`src/rtl/wdog_pkg.sv`:
```
package wdog_pkg;

  localparam logic [11:0] OFS_SETTINGS = 12'h000;
  localparam logic [11:0] OFS_INTERVAL = 12'h008;
  localparam logic [11:0] OFS_DL_LO    = 12'h010;
  localparam logic [11:0] OFS_DL_HI    = 12'h014;
  localparam logic [11:0] OFS_IFACE    = 12'hFCC;
  localparam logic [11:0] OFS_PART     = 12'hFD0;
  localparam logic [11:0] OFS_KICK     = 12'h000;

  localparam int BIT_EN = 0;
  localparam int BIT_S1 = 1;
  localparam int BIT_S2 = 2;

  typedef struct packed {
    logic settings;
    logic interval;
    logic dl_lo;
    logic dl_hi;
    logic kick;
  } wdog_wr_t;

endpackage

```
`src/rtl/wdog_decode.sv`:
```
module wdog_decode
  import wdog_pkg::*;
#(
  parameter int ADDR_W = 12
) (
  input  logic              cf_wr,
  input  logic [ADDR_W-1:0] cf_addr,
  input  logic              rf_wr,
  input  logic [ADDR_W-1:0] rf_addr,
  output wdog_wr_t          wr
);
  always_comb begin
    wr          = '0;
    wr.settings = cf_wr && (cf_addr == ADDR_W'(OFS_SETTINGS));
    wr.interval = cf_wr && (cf_addr == ADDR_W'(OFS_INTERVAL));
    wr.dl_lo    = cf_wr && (cf_addr == ADDR_W'(OFS_DL_LO));
    wr.dl_hi    = cf_wr && (cf_addr == ADDR_W'(OFS_DL_HI));
    wr.kick     = rf_wr && (rf_addr == ADDR_W'(OFS_KICK));
  end
endmodule

```
`src/rtl/wdog_deadline.sv`:
```
module wdog_deadline
  import wdog_pkg::*;
#(
  parameter int DATA_W = 32,
  localparam int CNT_W = 2 * DATA_W
) (
  input  logic              clk,
  input  logic              rst,
  input  logic              por,
  input  logic [CNT_W-1:0]  sys_count,
  input  wdog_wr_t          wr,
  input  logic [DATA_W-1:0] wdata,
  input  logic              en_q,
  input  logic              stage1_q,
  output logic [CNT_W-1:0]  cmp_q,
  output logic [DATA_W-1:0] offset_q,
  output logic              refresh,
  output logic              expire
);
  logic [DATA_W-1:0] next_ofs;
  logic [CNT_W-1:0]  reload;
  logic              hold;

  always_comb begin
    refresh  = wr.settings | wr.kick | (wr.interval & en_q);
    hold     = refresh | wr.dl_lo | wr.dl_hi;
    expire   = en_q && !hold && (sys_count >= cmp_q);
    next_ofs = wr.interval ? wdata : offset_q;
    reload   = sys_count + CNT_W'(next_ofs);
  end

  always_ff @(posedge clk) begin
    if (rst || por) begin
      cmp_q    <= '0;
      offset_q <= '0;
    end else begin
      if (wr.interval) offset_q <= wdata;
      if (refresh)
        cmp_q <= reload;
      else if (wr.dl_lo)
        cmp_q[DATA_W-1:0] <= wdata;
      else if (wr.dl_hi)
        cmp_q[CNT_W-1:DATA_W] <= wdata;
      else if (expire && !stage1_q)
        cmp_q <= reload;
    end
  end
endmodule

```
`src/rtl/wdog_stage.sv`:
```
module wdog_stage (
  input  logic clk,
  input  logic rst,
  input  logic por,
  input  logic settings_wr,
  input  logic en_bit,
  input  logic refresh,
  input  logic expire,
  output logic en_q,
  output logic stage1_q,
  output logic stage2_q
);
  always_ff @(posedge clk) begin
    if (rst || por) begin
      en_q     <= 1'b0;
      stage1_q <= 1'b0;
    end else begin
      if (settings_wr) en_q <= en_bit;
      if (refresh)
        stage1_q <= 1'b0;
      else if (expire)
        stage1_q <= 1'b1;
    end
  end

  always_ff @(posedge clk) begin
    if (por)
      stage2_q <= 1'b0;
    else if (!rst && expire && stage1_q)
      stage2_q <= 1'b1;
  end
endmodule

```
`src/rtl/wdog_readback.sv`:
```
module wdog_readback
  import wdog_pkg::*;
#(
  parameter int ADDR_W = 12,
  parameter int DATA_W = 32,
  parameter logic [DATA_W-1:0] IFACE_ID = '0,
  parameter logic [DATA_W-1:0] PART_ID  = '0,
  localparam int CNT_W = 2 * DATA_W
) (
  input  logic              clk,
  input  logic              rst,
  input  logic              por,
  input  logic [ADDR_W-1:0] rd_addr,
  input  logic              en_q,
  input  logic              stage1_q,
  input  logic              stage2_q,
  input  logic [DATA_W-1:0] offset_q,
  input  logic [CNT_W-1:0]  cmp_q,
  output logic [DATA_W-1:0] rdata
);
  logic [DATA_W-1:0] status;
  logic [DATA_W-1:0] sel;

  always_comb begin
    status         = '0;
    status[BIT_EN] = en_q;
    status[BIT_S1] = stage1_q;
    status[BIT_S2] = stage2_q;
    case (rd_addr)
      ADDR_W'(OFS_SETTINGS): sel = status;
      ADDR_W'(OFS_INTERVAL): sel = offset_q;
      ADDR_W'(OFS_DL_LO):    sel = cmp_q[DATA_W-1:0];
      ADDR_W'(OFS_DL_HI):    sel = cmp_q[CNT_W-1:DATA_W];
      ADDR_W'(OFS_IFACE):    sel = IFACE_ID;
      ADDR_W'(OFS_PART):     sel = PART_ID;
      default:               sel = '0;
    endcase
  end

  always_ff @(posedge clk) begin
    if (rst || por) rdata <= '0;
    else            rdata <= sel;
  end
endmodule

```
`src/rtl/twostage_wdog.sv`:
```
module twostage_wdog
  import wdog_pkg::*;
#(
  parameter int ADDR_W = 12,
  parameter int DATA_W = 32,
  parameter logic [DATA_W-1:0] IFACE_ID = 32'h0001_043B,
  parameter logic [DATA_W-1:0] PART_ID  = 32'h0000_0A55,
  localparam int CNT_W = 2 * DATA_W
) (
  input  logic              clk,
  input  logic              rst,
  input  logic              por,
  input  logic [CNT_W-1:0]  sys_count,
  input  logic              rf_wr,
  input  logic [ADDR_W-1:0] rf_addr,
  input  logic              cf_wr,
  input  logic [ADDR_W-1:0] cf_addr,
  input  logic [DATA_W-1:0] cf_wdata,
  output logic [DATA_W-1:0] cf_rdata,
  output logic              stage1_irq,
  output logic              stage2_rst
);
  wdog_wr_t          wr;
  logic              en_q;
  logic              stage1_q;
  logic              stage2_q;
  logic              refresh;
  logic              expire;
  logic [CNT_W-1:0]  cmp_q;
  logic [DATA_W-1:0] offset_q;

  wdog_decode #(.ADDR_W(ADDR_W)) u_decode (
    .cf_wr(cf_wr), .cf_addr(cf_addr), .rf_wr(rf_wr), .rf_addr(rf_addr), .wr(wr)
  );

  wdog_deadline #(.DATA_W(DATA_W)) u_deadline (
    .clk(clk), .rst(rst), .por(por), .sys_count(sys_count), .wr(wr),
    .wdata(cf_wdata), .en_q(en_q), .stage1_q(stage1_q), .cmp_q(cmp_q),
    .offset_q(offset_q), .refresh(refresh), .expire(expire)
  );

  wdog_stage u_stage (
    .clk(clk), .rst(rst), .por(por), .settings_wr(wr.settings),
    .en_bit(cf_wdata[BIT_EN]), .refresh(refresh), .expire(expire),
    .en_q(en_q), .stage1_q(stage1_q), .stage2_q(stage2_q)
  );

  wdog_readback #(
    .ADDR_W(ADDR_W), .DATA_W(DATA_W), .IFACE_ID(IFACE_ID), .PART_ID(PART_ID)
  ) u_readback (
    .clk(clk), .rst(rst), .por(por), .rd_addr(cf_addr), .en_q(en_q),
    .stage1_q(stage1_q), .stage2_q(stage2_q), .offset_q(offset_q),
    .cmp_q(cmp_q), .rdata(cf_rdata)
  );

  assign stage1_irq = stage1_q;
  assign stage2_rst = stage2_q;
endmodule

```
`config.mk`:
```
export PLATFORM = sky130hd
export DESIGN_NAME = twostage_wdog
export DESIGN_NICKNAME = d
export VERILOG_FILES = /design/src/rtl/wdog_pkg.sv /design/src/rtl/wdog_decode.sv /design/src/rtl/wdog_deadline.sv /design/src/rtl/wdog_stage.sv /design/src/rtl/wdog_readback.sv /design/src/rtl/twostage_wdog.sv
export SDC_FILE = /design/constraint.sdc
export NUM_CORES = 1
export LEC_CHECK = 0
export ABC_AREA = 1
export BUFFER_PORTS_ARGS = -buffer_cell sky130_fd_sc_hd__clkbuf_2
export CORE_ASPECT_RATIO = 1.4
export CORE_UTILIZATION = 40
export CTS_CLUSTER_SIZE = 28
export DETAILED_ROUTE_END_ITERATION = 12
export GPL_TIMING_DRIVEN = 0
export PLACE_DENSITY = 0.66
export SYNTH_ARGS = -nofsm -noshare
export SYNTH_HDL_FRONTEND = slang
export SYNTH_SLANG_ARGS = --single-unit
```
`constraint.sdc`:
```
create_clock -name clk -period 4.8 [get_ports clk]
set_clock_uncertainty 0.05 [all_clocks]
set_input_delay 0.72 -clock clk [delete_from_list [all_inputs] [get_ports clk]]
set_output_delay 0.72 -clock clk [all_outputs]
set_load 0.03 [all_outputs]
```
[Word level (Yosys, flattened, before mapping)]
Index checks and enable logic that the tools add are counted.
Storage, ports and cells
  register bits: 131
  bits of input ports: 125
  output and inout port bits: 34
  word-level logic and storage cells: 50
Operators by class
  add/subtract/negate cells: 1
  order comparisons: 1
  equal/unequal tests: 7
  multiplexer cells: 8
  bitwise logic cells: 5
  reduce and logical (&&, ||, !) cells: 21
Operator list (number)
  $pmux W32 S6: 1
  $mux W32: 5
  $mux W64: 2
  $add A64 B32 Y64: 1
  $ge A64 B64 Y1: 1
  $eq A12 B12 Y1 const B: 2
  $eq A12 B5 Y1 const B: 2
  $logic_not A12 Y1: 2
  $eq A12 B4 Y1 const B: 1
  $logic_and A1 B1 Y1: 10
  $reduce_bool A3 Y1: 2
  $or A1 B1 Y1: 4
  $reduce_and A2 Y1: 2
  $logic_not A1 Y1: 3
  $ne A3 B2 Y1 const B: 1
  $ne A2 B2 Y1 const B: 1
  $reduce_or A2 Y1: 1
  $and A1 B1 Y1: 1
  $logic_or A1 B1 Y1: 1

[Depth between registers and ports, before layout]
Gate-level depths: netlist of run 1.
  word-level depth: 14
  mapped depth: 28
  depth with buffers taken out: 28

[Cells and area by module]
From an unflattened synthesis of run 1, not the netlist that was laid out.
Unflattened totals
  cells, all modules: 2120
  area total of the unflattened synthesis: 12186.7 um2
By module, submodules not included
  wdog_deadline: times used 1, cells an instance 1737, area each 9888.2 um2, seq. area each 1921.8 um2
  wdog_readback: times used 1, cells an instance 321, area each 1994.4 um2, seq. area each 640.6 um2
  wdog_decode: times used 1, cells an instance 43, area each 181.4 um2, seq. area each 0.0 um2
  wdog_stage: times used 1, cells an instance 19, area each 122.6 um2, seq. area each 60.1 um2

[Worst setup path before layout of run 1]
OpenSTA, ideal clock, no wires.
  kind: input -> register
  from: input cf_addr[1]
  to: register u_deadline.cmp_q[52]
  setup time: 0.115 ns
  data arrival time: 3.572 ns
  required time: 4.635 ns
  setup slack: 1.064 ns
  stages on the path: 28
  path buffers: 2
  path through: nor2_2 > inv_1 > nor3_1 > nand4_1 > nor2_1 > buf_2 > buf_2 > a21oi_1 > ha_1 > inv_1 > fa_1 > inv_1 > nand3_1 > nand3_1 > nand2_1 > nand2_1 > nand2_1 > nand2_1 > nand2_1 > nand2_1 > nand2_1 > nand2_1 > nand2_1 > nand2_1 > nand2_1 > o21ai_0 > nor2_1 > nor2_1
On the way
  elaborated cells on any way between the ends: 26
RTL lines
  start: declaration: RTL line twostage_wdog.sv:17  | input logic [ADDR_W-1:0] cf_addr,
  $eq A12 B4 Y1 *: RTL line wdog_decode.sv:15  | wr.interval = cf_wr && (cf_addr == ADDR_W'(OFS_INTERVAL));
  $logic_and A1 B1 Y1 *: RTL line wdog_decode.sv:15
  $mux W32 *: RTL line wdog_deadline.sv:28  | next_ofs = wr.interval ? wdata : offset_q;
  named net u_deadline.next_ofs[0]: RTL line wdog_deadline.sv:20  | logic [DATA_W-1:0] next_ofs;
  $add A64 B32 Y64 *: RTL line wdog_deadline.sv:29  | reload = sys_count + CNT_W'(next_ofs);
  $mux W64: RTL line wdog_deadline.sv:44  | else if (expire && !stage1_q)
  $mux W32: RTL line wdog_deadline.sv:42  | else if (wr.dl_hi)
  $mux W32: RTL line wdog_deadline.sv:40  | else if (wr.dl_lo)
  $mux W64 *: RTL line wdog_deadline.sv:38  | if (refresh)
  end signal: assignment: RTL line wdog_deadline.sv:39  | cmp_q <= reload;
  end signal: indexed assignment: RTL line wdog_deadline.sv:41  | cmp_q[DATA_W-1:0] <= wdata;
  end signal: indexed assignment: RTL line wdog_deadline.sv:43  | cmp_q[CNT_W-1:DATA_W] <= wdata;
  end: declaration: RTL line wdog_deadline.sv:15  | output logic [CNT_W-1:0] cmp_q,
The timed path passes the listed nets; every way through them passes the cells marked *. The select of a mux whose other input is x is not followed.
A chain may end at the register's enable or synchronous reset.

[Final worst setup path of run 1]
Ends and elaborated chain as after synthesis.

==> results_dict.tcl, run 1 <==
set metrics [dict create \
    status "finished, final reports clean" \
    hold_path_depth 2 \
    clockBufferDepth 2 \
    ys.warnings.count 0 \
    layout_min_cycle_time_ps 4670 \
    grt_overflow 0 \
    numCtsBuffers 17 \
    synth_ff_type "dfxtp_1" \
    wl_per_cell_um 21.1 \
    grt_max_degree 17 \
    fp.dieArea_mm2 0.0300 \
    area_growth_pct 16.3 \
    ant_nets 0 \
    holdCritPathClass "in2reg" \
    synth_compound_area_frac 0.164 \
    grt_usage 0.354 \
    r2r_start "u_deadline.offset_q[0]" \
    cellLeakagePower_nw 6.76 \
    crit_path_start_kind "input pin" \
    grt_pass1_wl_um 77400 \
    synth_mux_area_frac 0 \
    relSlewSlack 0.408 \
    crit_path_frequent_cell "nand2_1" \
    worst_slew_pin_slew_ps 885 \
    crit_slowest_cell "clkbuf_4" \
    hpwlAfterDp_um 44300 \
    fmax_mhz 214 \
    syn_area_mm2 0.0117 \
    die_y_um 205 \
    grt_pass1_vias 12900 \
    r2r_end "u_deadline.cmp_q[52]" \
    num-nets-final 2370 \
    die_w_um 147 \
    drive_gt1_frac 0.129 \
    cts.sinks 131 \
    synth_most_common_cell "nand2_1" \
    ys_seq_area_frac 0.224 \
    yosys.area_share.simple 0.354 \
    async_flop_share 0 \
    yosys-top-cells-area "dfxtp_1, nand2_1, inv_1" \
    critPathArrivalTime_ps 4950 \
    layout_setup_ws_ps 130 \
    worstPathRequired_ps 5080 \
    p_per_area_mw_per_mm2 212 \
    finalHoldViolations 0 \
    synth_common_cells "nand2_1, inv_1, nor2_1" \
    synth_cell_types 46 \
    path_buf_inv 6 \
    worstSetupPathType "in2reg" \
    syn_nets 2191 \
    synth_top_cell_area_share 0.224 \
    drc 0 \
    netlist_instances 1968 \
    clk_latency_ps 440 \
    synth_xor_area_frac 0.0187 \
    period_share 0.973 \
    min_to "u_stage.stage2_q" \
    utilization 0.477 \
    setup_viol 0 \
    antenna_cells 0 \
    core_mm2 0.0286 \
    start_util 0.410 \
    cts_tree "done" \
    slew_viol_final 0 \
    port_buffers 158 \
    crit_family "simple AND/OR/NAND/NOR gates" \
    vias 14000 \
    htree_levels 4 \
    dp_slack_ps -649 \
    gp_congestion 1.03 \
    root_buffer "clkbuf_16" \
    post-synth-top-area-cell "dfxtp_1" \
    avgSynthCellArea_um2 5.96 \
    cp-end-kind "flop" \
    viasPerCell 5.51 \
    rsz0062_at_grt "false" \
    cp_slowest_stage_delay_ps 330 \
    vdd_drop_max_uv 219 \
    antenna_found_initial 0 \
    rr_worst_depth 22 \
    first_pass_iters 8 \
    ios 159 \
    synth_fa_ha_area_frac 0.105 \
    n_fill_cell 3102 \
    path_clk_slew_ps 60 \
    cp_max_fo 10 \
    synth_top_family_by_area "simple AND/OR/NAND/NOR gates" \
    min_from "por" \
    wl_um 53400 \
    maxCapViolCount 0 \
    reg2reg_slack_ps 1300 \
    ys_ff_latch 131 \
    synth_edf_count 0 \
    total_power_mw 2.90 \
    drt_iter0_drc 1217 \
    row_count 73 \
]
==> metrics by stage <==
step | hold WS (ps) | std cells | TNS [ps] | cell area, um^2
floorplan | 405 | 1968 | 0 | 11700
global placement | 411 | 2501 | -7740 | 13000
detailed placement | 421 | 2501 | -12140 | 13000
CTS | 391 | 2533 | 0 | 13600
global route | 408 | 2535 | 0 | 13600
finish | 405 | 2535 | 0 | 13600
==> state kept, by name (all words and copies together) (netlist names) <==
signal,flops
u_deadline.cmp_q,64
u_deadline.offset_q,32
u_stage.stage2_q,1
u_readback.rdata,32
u_stage.stage1_q,1
u_stage.en_q,1
==> power by group <==
group / leakage, nW / switching, mW / internal [mW] / total [mW]
clock: 0.297 / 0.582 / 0.854 / 1.44
sequential: 1.05 / 0.0000970 / 1.09 / 1.09
combinational: 5.41 / 0.256 / 0.119 / 0.376
==> routing by layer <==
metal	up-vias	track usage	share of wire
li1	6702	-	-
met1	6339	0.423	0.39
met2	754	0.586	0.46
met3	181	0.0470	0.083
met4	0	0.249	0.072
met5	-	0	0
==> final cells by class <==
| class | count | area [um^2] | share of cell area |
|---|---|---|---|
| clock inverter | 13 | 170 | 0.0125 |
| multi-input combinational | 1439 | 7540 | 0.552 |
| clock buffer | 19 | 453 | 0.0332 |
| buffer | 52 | 288 | 0.0211 |
| sequential | 131 | 2620 | 0.192 |
| tap | 375 | 469 | 0.0344 |
| inverter | 346 | 1300 | 0.0953 |
| timing repair buffer | 160 | 806 | 0.0590 |
==> how the worst max path moves through the flow <==
| stage | endpoint | cells past startpoint | startpoint | slack, ps |
|---|---|---|---|---|
| finish | u_deadline.cmp_q[52] | 29 | cf_addr[1] | 130 |
| global route | u_deadline.cmp_q[52] | 29 | cf_addr[10] | 20 |
| CTS | u_deadline.cmp_q[52] | 29 | cf_addr[1] | 30 |
| detailed placement | u_deadline.cmp_q[52] | 29 | cf_addr[1] | -650 |
| global placement | u_deadline.cmp_q[52] | 29 | cf_addr[1] | -550 |
| floorplan | u_deadline.cmp_q[52] | 28 | cf_addr[1] | 1060 |
==> repair_timing <==
action,in CTS,in global routing
endpoints found under the setup margin,5,16
hold buffers,0,0
resized for setup,2,3
pin swaps,0,2
setup buffers,0,2
==> kinds of logic after synthesis <==
group,count (synthesis)
compound gates,324
xor+xnor,25
fa+ha+maj,98
buf+inv,398
flops,131
simple gates,992
==> cell usage in the layout (no fill, tap or decap), drive strengths merged, types with 2 or more instances in the layout <==
cell,instances
nand2,494
nor2,271
o21bai,2
a21oi,135
bufinv,3
nor3,29
clkinv,4
o21ai,103
nand3,144
a211oi,34
o21a,6
nand4,29
ha,97
clkinvlp,3
and3,3
xor2,8
nor4,8
a31oi,3
or2,8
dfxtp,131
nor3b,2
nand3b,4
clkbuf,197
a21o,3
inv,349
a221oi,7
o22ai,29
buf,34
xnor2,17
(Power assumes the default switching activity.)
==> inputs of run 2 (changes only) <==
CORE_UTILIZATION = 35   (was 40)
PLACE_DENSITY = 0.6   (was 0.66)
==> results_dict.tcl, run 2 (same netlist as run 1, synthesis figures left out) <==
set metrics [dict create \
    cts-hold-fix-buffers 0 \
    cts_tree "done" \
    final_cells 2605 \
    top_register "u_deadline.cmp_q" \
    regArea_mm2 0.00262 \
    dpl_cell_area_mm2 0.0131 \
    vias 13800 \
    num-nets-final 2370 \
    total_power_mw 2.94 \
    grt_pass1_wl_um 81900 \
    first_pass_iters 5 \
    utilization 0.415 \
    clockBufferDepth 2 \
    finalHoldViolations 0 \
    fmax_mhz 212 \
    crit_family "simple AND/OR/NAND/NOR gates" \
    port_buffers 158 \
    layout_commonest_cell "nand2_1" \
    antenna_found_initial 1 \
    largestRegisters "u_deadline.cmp_q x64, u_deadline.offset_q x32, u_readback.rdata x32" \
    p_per_area_mw_per_mm2 213 \
    ios 159 \
    wl_met2_um 25700 \
    worstPathRequired_ps 5120 \
    wl_um 57000 \
    path_cells "clkbuf_2, nor2_2, inv_1, nor3_1, nand4_1, a21oi_4, nand2_4, clkinv_1, a21oi_1, ha_1, nand2_1, nor2_1, and3_1, nand2_1, nand2_1, nand2_1, nand2_1, nand2_1, nand2_1, a21oi_1, nor2_1, nor2_1, nor2_1" \
    grt_overflow 0 \
    layout_common_cells "nand2_1, inv_1, nor2_1" \
    antenna_cells 0 \
    vdd_drop_max_uv 213 \
    drc 0 \
    drive_gt1_frac 0.130 \
    crit_slowest_cell "nor2_1" \
    period_share 0.981 \
    hpwlAfterDp_um 47700 \
    drt_iter0_drc 1237 \
    status "finished, final reports clean" \
    grt_max_degree 17 \
    ant_nets 0 \
    rsz0062_at_grt "false" \
    grt_usage 0.335 \
    top_layer "met5" \
    clk_latency_ps 440 \
    root_buffer "clkbuf_16" \
    cts.sinks 131 \
    n_fill_cell 3664 \
    path_buf_inv 3 \
    crit_path_start_kind "input pin" \
    placed_cells 2571 \
    stdcell_area_mm2 0.0138 \
    cp-end-kind "flop" \
    viasPerCell 5.32 \
    area_growth_pct 17.2 \
    slew_viol_final 0 \
    die_y_um 219 \
    htree_levels 4 \
    start_util 0.354 \
    maxCapViolCount 0 \
    met1_length_um 22800 \
    relSlewSlack 0.235 \
    row_count 79 \
    core_mm2 0.0331 \
    worstSetupPathType "in2reg" \
    layout_min_cycle_time_ps 4710 \
    critPathArrivalTime_ps 5020 \
    largest_reg_flops 64 \
    holdCritPathClass "in2reg" \
    wl_met3_um 3670 \
    grt_pass1_vias 13200 \
    fp.dieArea_mm2 0.0343 \
    cp_slowest_stage_delay_ps 540 \
    numCtsBuffers 17 \
    die_w_um 157 \
    worst_slew_pin_slew_ps 1140 \
    gp_congestion 1.08 \
    multi_input_area_mm2 0.00755 \
    wl_per_cell_um 21.9 \
    cellLeakagePower_nw 6.77 \
    path_clk_slew_ps 60 \
    setup_viol 0 \
    crit_path_frequent_cell "nand2_1" \
    cp_max_fo 10 \
]
-- run 2: changes by cell type in the layout (fill, tap and decap cells not counted), sizes merged --
cell      delta
clkinv       +3
clkbuf       -3
buf          +2
bufinv       +1
clkinvlp     -3
-- run 2: through the flow --
step           setup WS [ps]  setup TNS (ps)  hold slack (ps)
6_report                91.0               0              409
5_1_grt                 16.4               0              401
4_1_cts                 6.39               0              408
3_5_place_dp            -901          -17530              425
3_3_place_gp            -895          -17090              414
2_1_floorplan           1060               0              405
-- run 2: worst paths after layout --
check	slack, ps	to	cells after the start	startpoint
setup reg to reg	1080	u_deadline.cmp_q[31]	16	u_deadline.cmp_q[29]
hold reg to reg	440	u_stage.stage2_q	2	u_stage.stage1_q
setup / recovery	90	u_deadline.cmp_q[53]	23	cf_addr[1]
hold / removal	410	u_stage.stage2_q	2	por
-- run 2: report_power, final --
part / internal (mW) / switching [mW] / leakage, nW
combinational: 0.119 / 0.260 / 5.41
sequential: 1.09 / 0.0000969 / 1.05
clock: 0.879 / 0.591 / 0.310
-- run 2: routing by layer --
metal  GRT usage  up-vias
li1            -     6697
met1       0.397     6315
met2       0.543      641
met3      0.0490      192
met4       0.256        2
met5           0        -
-- run 2: timing repair --
item | in CTS | in global routing
buffers inserted | 1 | 1
pin swaps | 1 | 1
setup endpoints to repair | 13 | 4
gates resized for setup | 4 | 6
-- run 2: cell type report --
type                    count  share of cell area
inverters                 346              0.0945
plain buffers              52              0.0212
multi-input cells        1439               0.549
clock inverters            14              0.0146
well taps                 445              0.0405
repair buffers            160              0.0586
clock buffers              18              0.0312
flip-flops and latches    131               0.191
==> inputs of run 3 (changes only) <==
REMOVE_ABC_BUFFERS = 1   (was default)
==> results_dict.tcl, run 3 (same netlist as run 1, synthesis figures left out) <==
set metrics [dict create \
    status "finished, final reports clean" \
    slew_viol_final 0 \
    crit_family "simple AND/OR/NAND/NOR gates" \
    cp-end-kind "flop" \
    gp_congestion 0.983 \
    ant_nets 0 \
    finalHoldViolations 0 \
    largestRegisters "u_deadline.cmp_q x64, u_deadline.offset_q x32, u_readback.rdata x32" \
    p_per_area_mw_per_mm2 197 \
    internal_power_mw 1.87 \
    dpl_cell_area_mm2 0.0130 \
    row_count 79 \
    cts.sinks 131 \
    worst_slew_pin_slew_ps 1350 \
    layout_min_cycle_time_ps 4580 \
    core_mm2 0.0331 \
    cts-hold-fix-buffers 0 \
    power_switching_share 0.301 \
    clk_latency_ps 460 \
    switchingPower_mw 0.806 \
    viasPerCell 5.19 \
    root_buffer "clkbuf_16" \
    worstPathRequired_ps 5100 \
    holdWs_ps 424 \
    fmax_mhz 218 \
    setup_tns_ps 0 \
    grt_usage 0.307 \
    clockPowerShare 0.460 \
    antenna_cells 0 \
    setup_viol 0 \
    seqPwrFrac 0.406 \
    vias 13300 \
    worstSetupPathType "in2reg" \
    critPathArrivalTime_ps 4890 \
    start_util 0.354 \
    crit_slowest_cell "o21ai_0" \
    drive_gt1_frac 0.123 \
    wl_per_cell_um 20.1 \
    area_growth_pct 15.7 \
    numCtsBuffers 17 \
    port_buffers 158 \
    n_fill_cell 3644 \
    rsz0062_at_grt "false" \
    grt_max_degree 44 \
    drc 0 \
    vdd_drop_max_uv 227 \
    path_clk_slew_ps 60 \
    antenna_found_initial 0 \
    path_buf_inv 3 \
    htree_levels 4 \
    fp.dieArea_mm2 0.0343 \
    grt_overflow 0 \
    clockBufferDepth 2 \
    ios 159 \
    crit_path_start_kind "input pin" \
    layout_commonest_cell "nand2_1" \
    first_pass_iters 5 \
    dp_slack_ps -1320 \
    cts_tree "done" \
    largest_reg_flops 64 \
    share_comb_of_total_power 0.135 \
    cp_max_fo 28 \
    holdCritPathClass "in2reg" \
    wl_um 51700 \
    layout_setup_ws_ps 216 \
    die_y_um 219 \
    cp_slowest_stage_delay_ps 450 \
    crit_path_frequent_cell "nand2_1" \
    layout_common_cells "nand2_1, inv_1, nor2_1" \
    period_share 0.955 \
    top_register "u_deadline.cmp_q" \
    die_w_um 157 \
    grt_pass1_wl_um 76200 \
    grt_pass1_vias 12800 \
    stdcell_area_mm2 0.0136 \
    cellLeakagePower_nw 6.64 \
    drt_iter0_drc 809 \
    hpwlAfterDp_um 40700 \
    num-nets-final 2330 \
    maxCapViolCount 0 \
    relSlewSlack 0.100 \
]
## run 3: repair_timing
item | CTS | global route
pin swaps | 2 | 1
gates resized for setup | 3 | 4
endpoints found under the setup margin | 55 | 58
gates cloned | 1 | 0
setup buffers | 4 | 2
## run 3: routing by layer
metal | global-route usage | share of wire
met1 | 0.327 | 0.38
met2 | 0.567 | 0.52
met3 | 0.0405 | 0.045
met4 | 0.189 | 0.057
met5 | 0 | 0
## run 3: power by group through the flow
| stage | clock network [mW] | registers, mW | logic, mW |
|---|---|---|---|
| floorplan | 0 | 1.11 | 0.179 |
| global placement | 0 | 1.11 | 0.347 |
| detailed placement | 0 | 1.11 | 0.355 |
| CTS | 1.25 | 1.09 | 0.358 |
| global route | 1.29 | 1.09 | 0.397 |
| finish | 1.23 | 1.09 | 0.361 |
## run 3: cell type report
| class | count | area, um^2 | share of cell area |
|---|---|---|---|
| multi-input cells | 1440 | 7590 | 0.559 |
| flip-flops and latches | 131 | 2620 | 0.193 |
| inverters | 346 | 1310 | 0.0967 |
| repair buffers | 171 | 973 | 0.0717 |
| well taps | 445 | 557 | 0.0410 |
| clock buffers | 18 | 439 | 0.0323 |
| clock inverters | 13 | 88.8 | 0.00654 |
## run 3: final timing paths
path                        start                   end  slack [ps]  cells after the start
min                           por      u_stage.stage2_q         420                      2
max                    cf_addr[1]  u_deadline.cmp_q[35]         220                     25
min reg2reg  u_deadline.cmp_q[46]  u_deadline.cmp_q[46]         440                      2
max reg2reg  u_deadline.cmp_q[31]  u_deadline.cmp_q[30]         690                     15
## run 3: stage by stage
stage | instances | power [mW] | utilization
2_1_floorplan | 1916 | 1.29 | -
3_3_place_gp | 2519 | 1.46 | 0.387
3_5_place_dp | 2526 | 1.47 | 0.392
4_1_cts | 2562 | 2.70 | 0.409
5_1_grt | 2564 | 2.78 | 0.410
6_report | 2564 | 2.68 | 0.410
## run 3: worst register-to-register path, delay by kind of cell, from the launching register on
kind | cells | cell delay [ps]
AOI/OAI and AO/OA | 1 | 330
and+or+nand+nor | 11 | 2530
buffers and inverters | 2 | 460
DFF | 1 | 330
adders and majority gates | 1 | 300
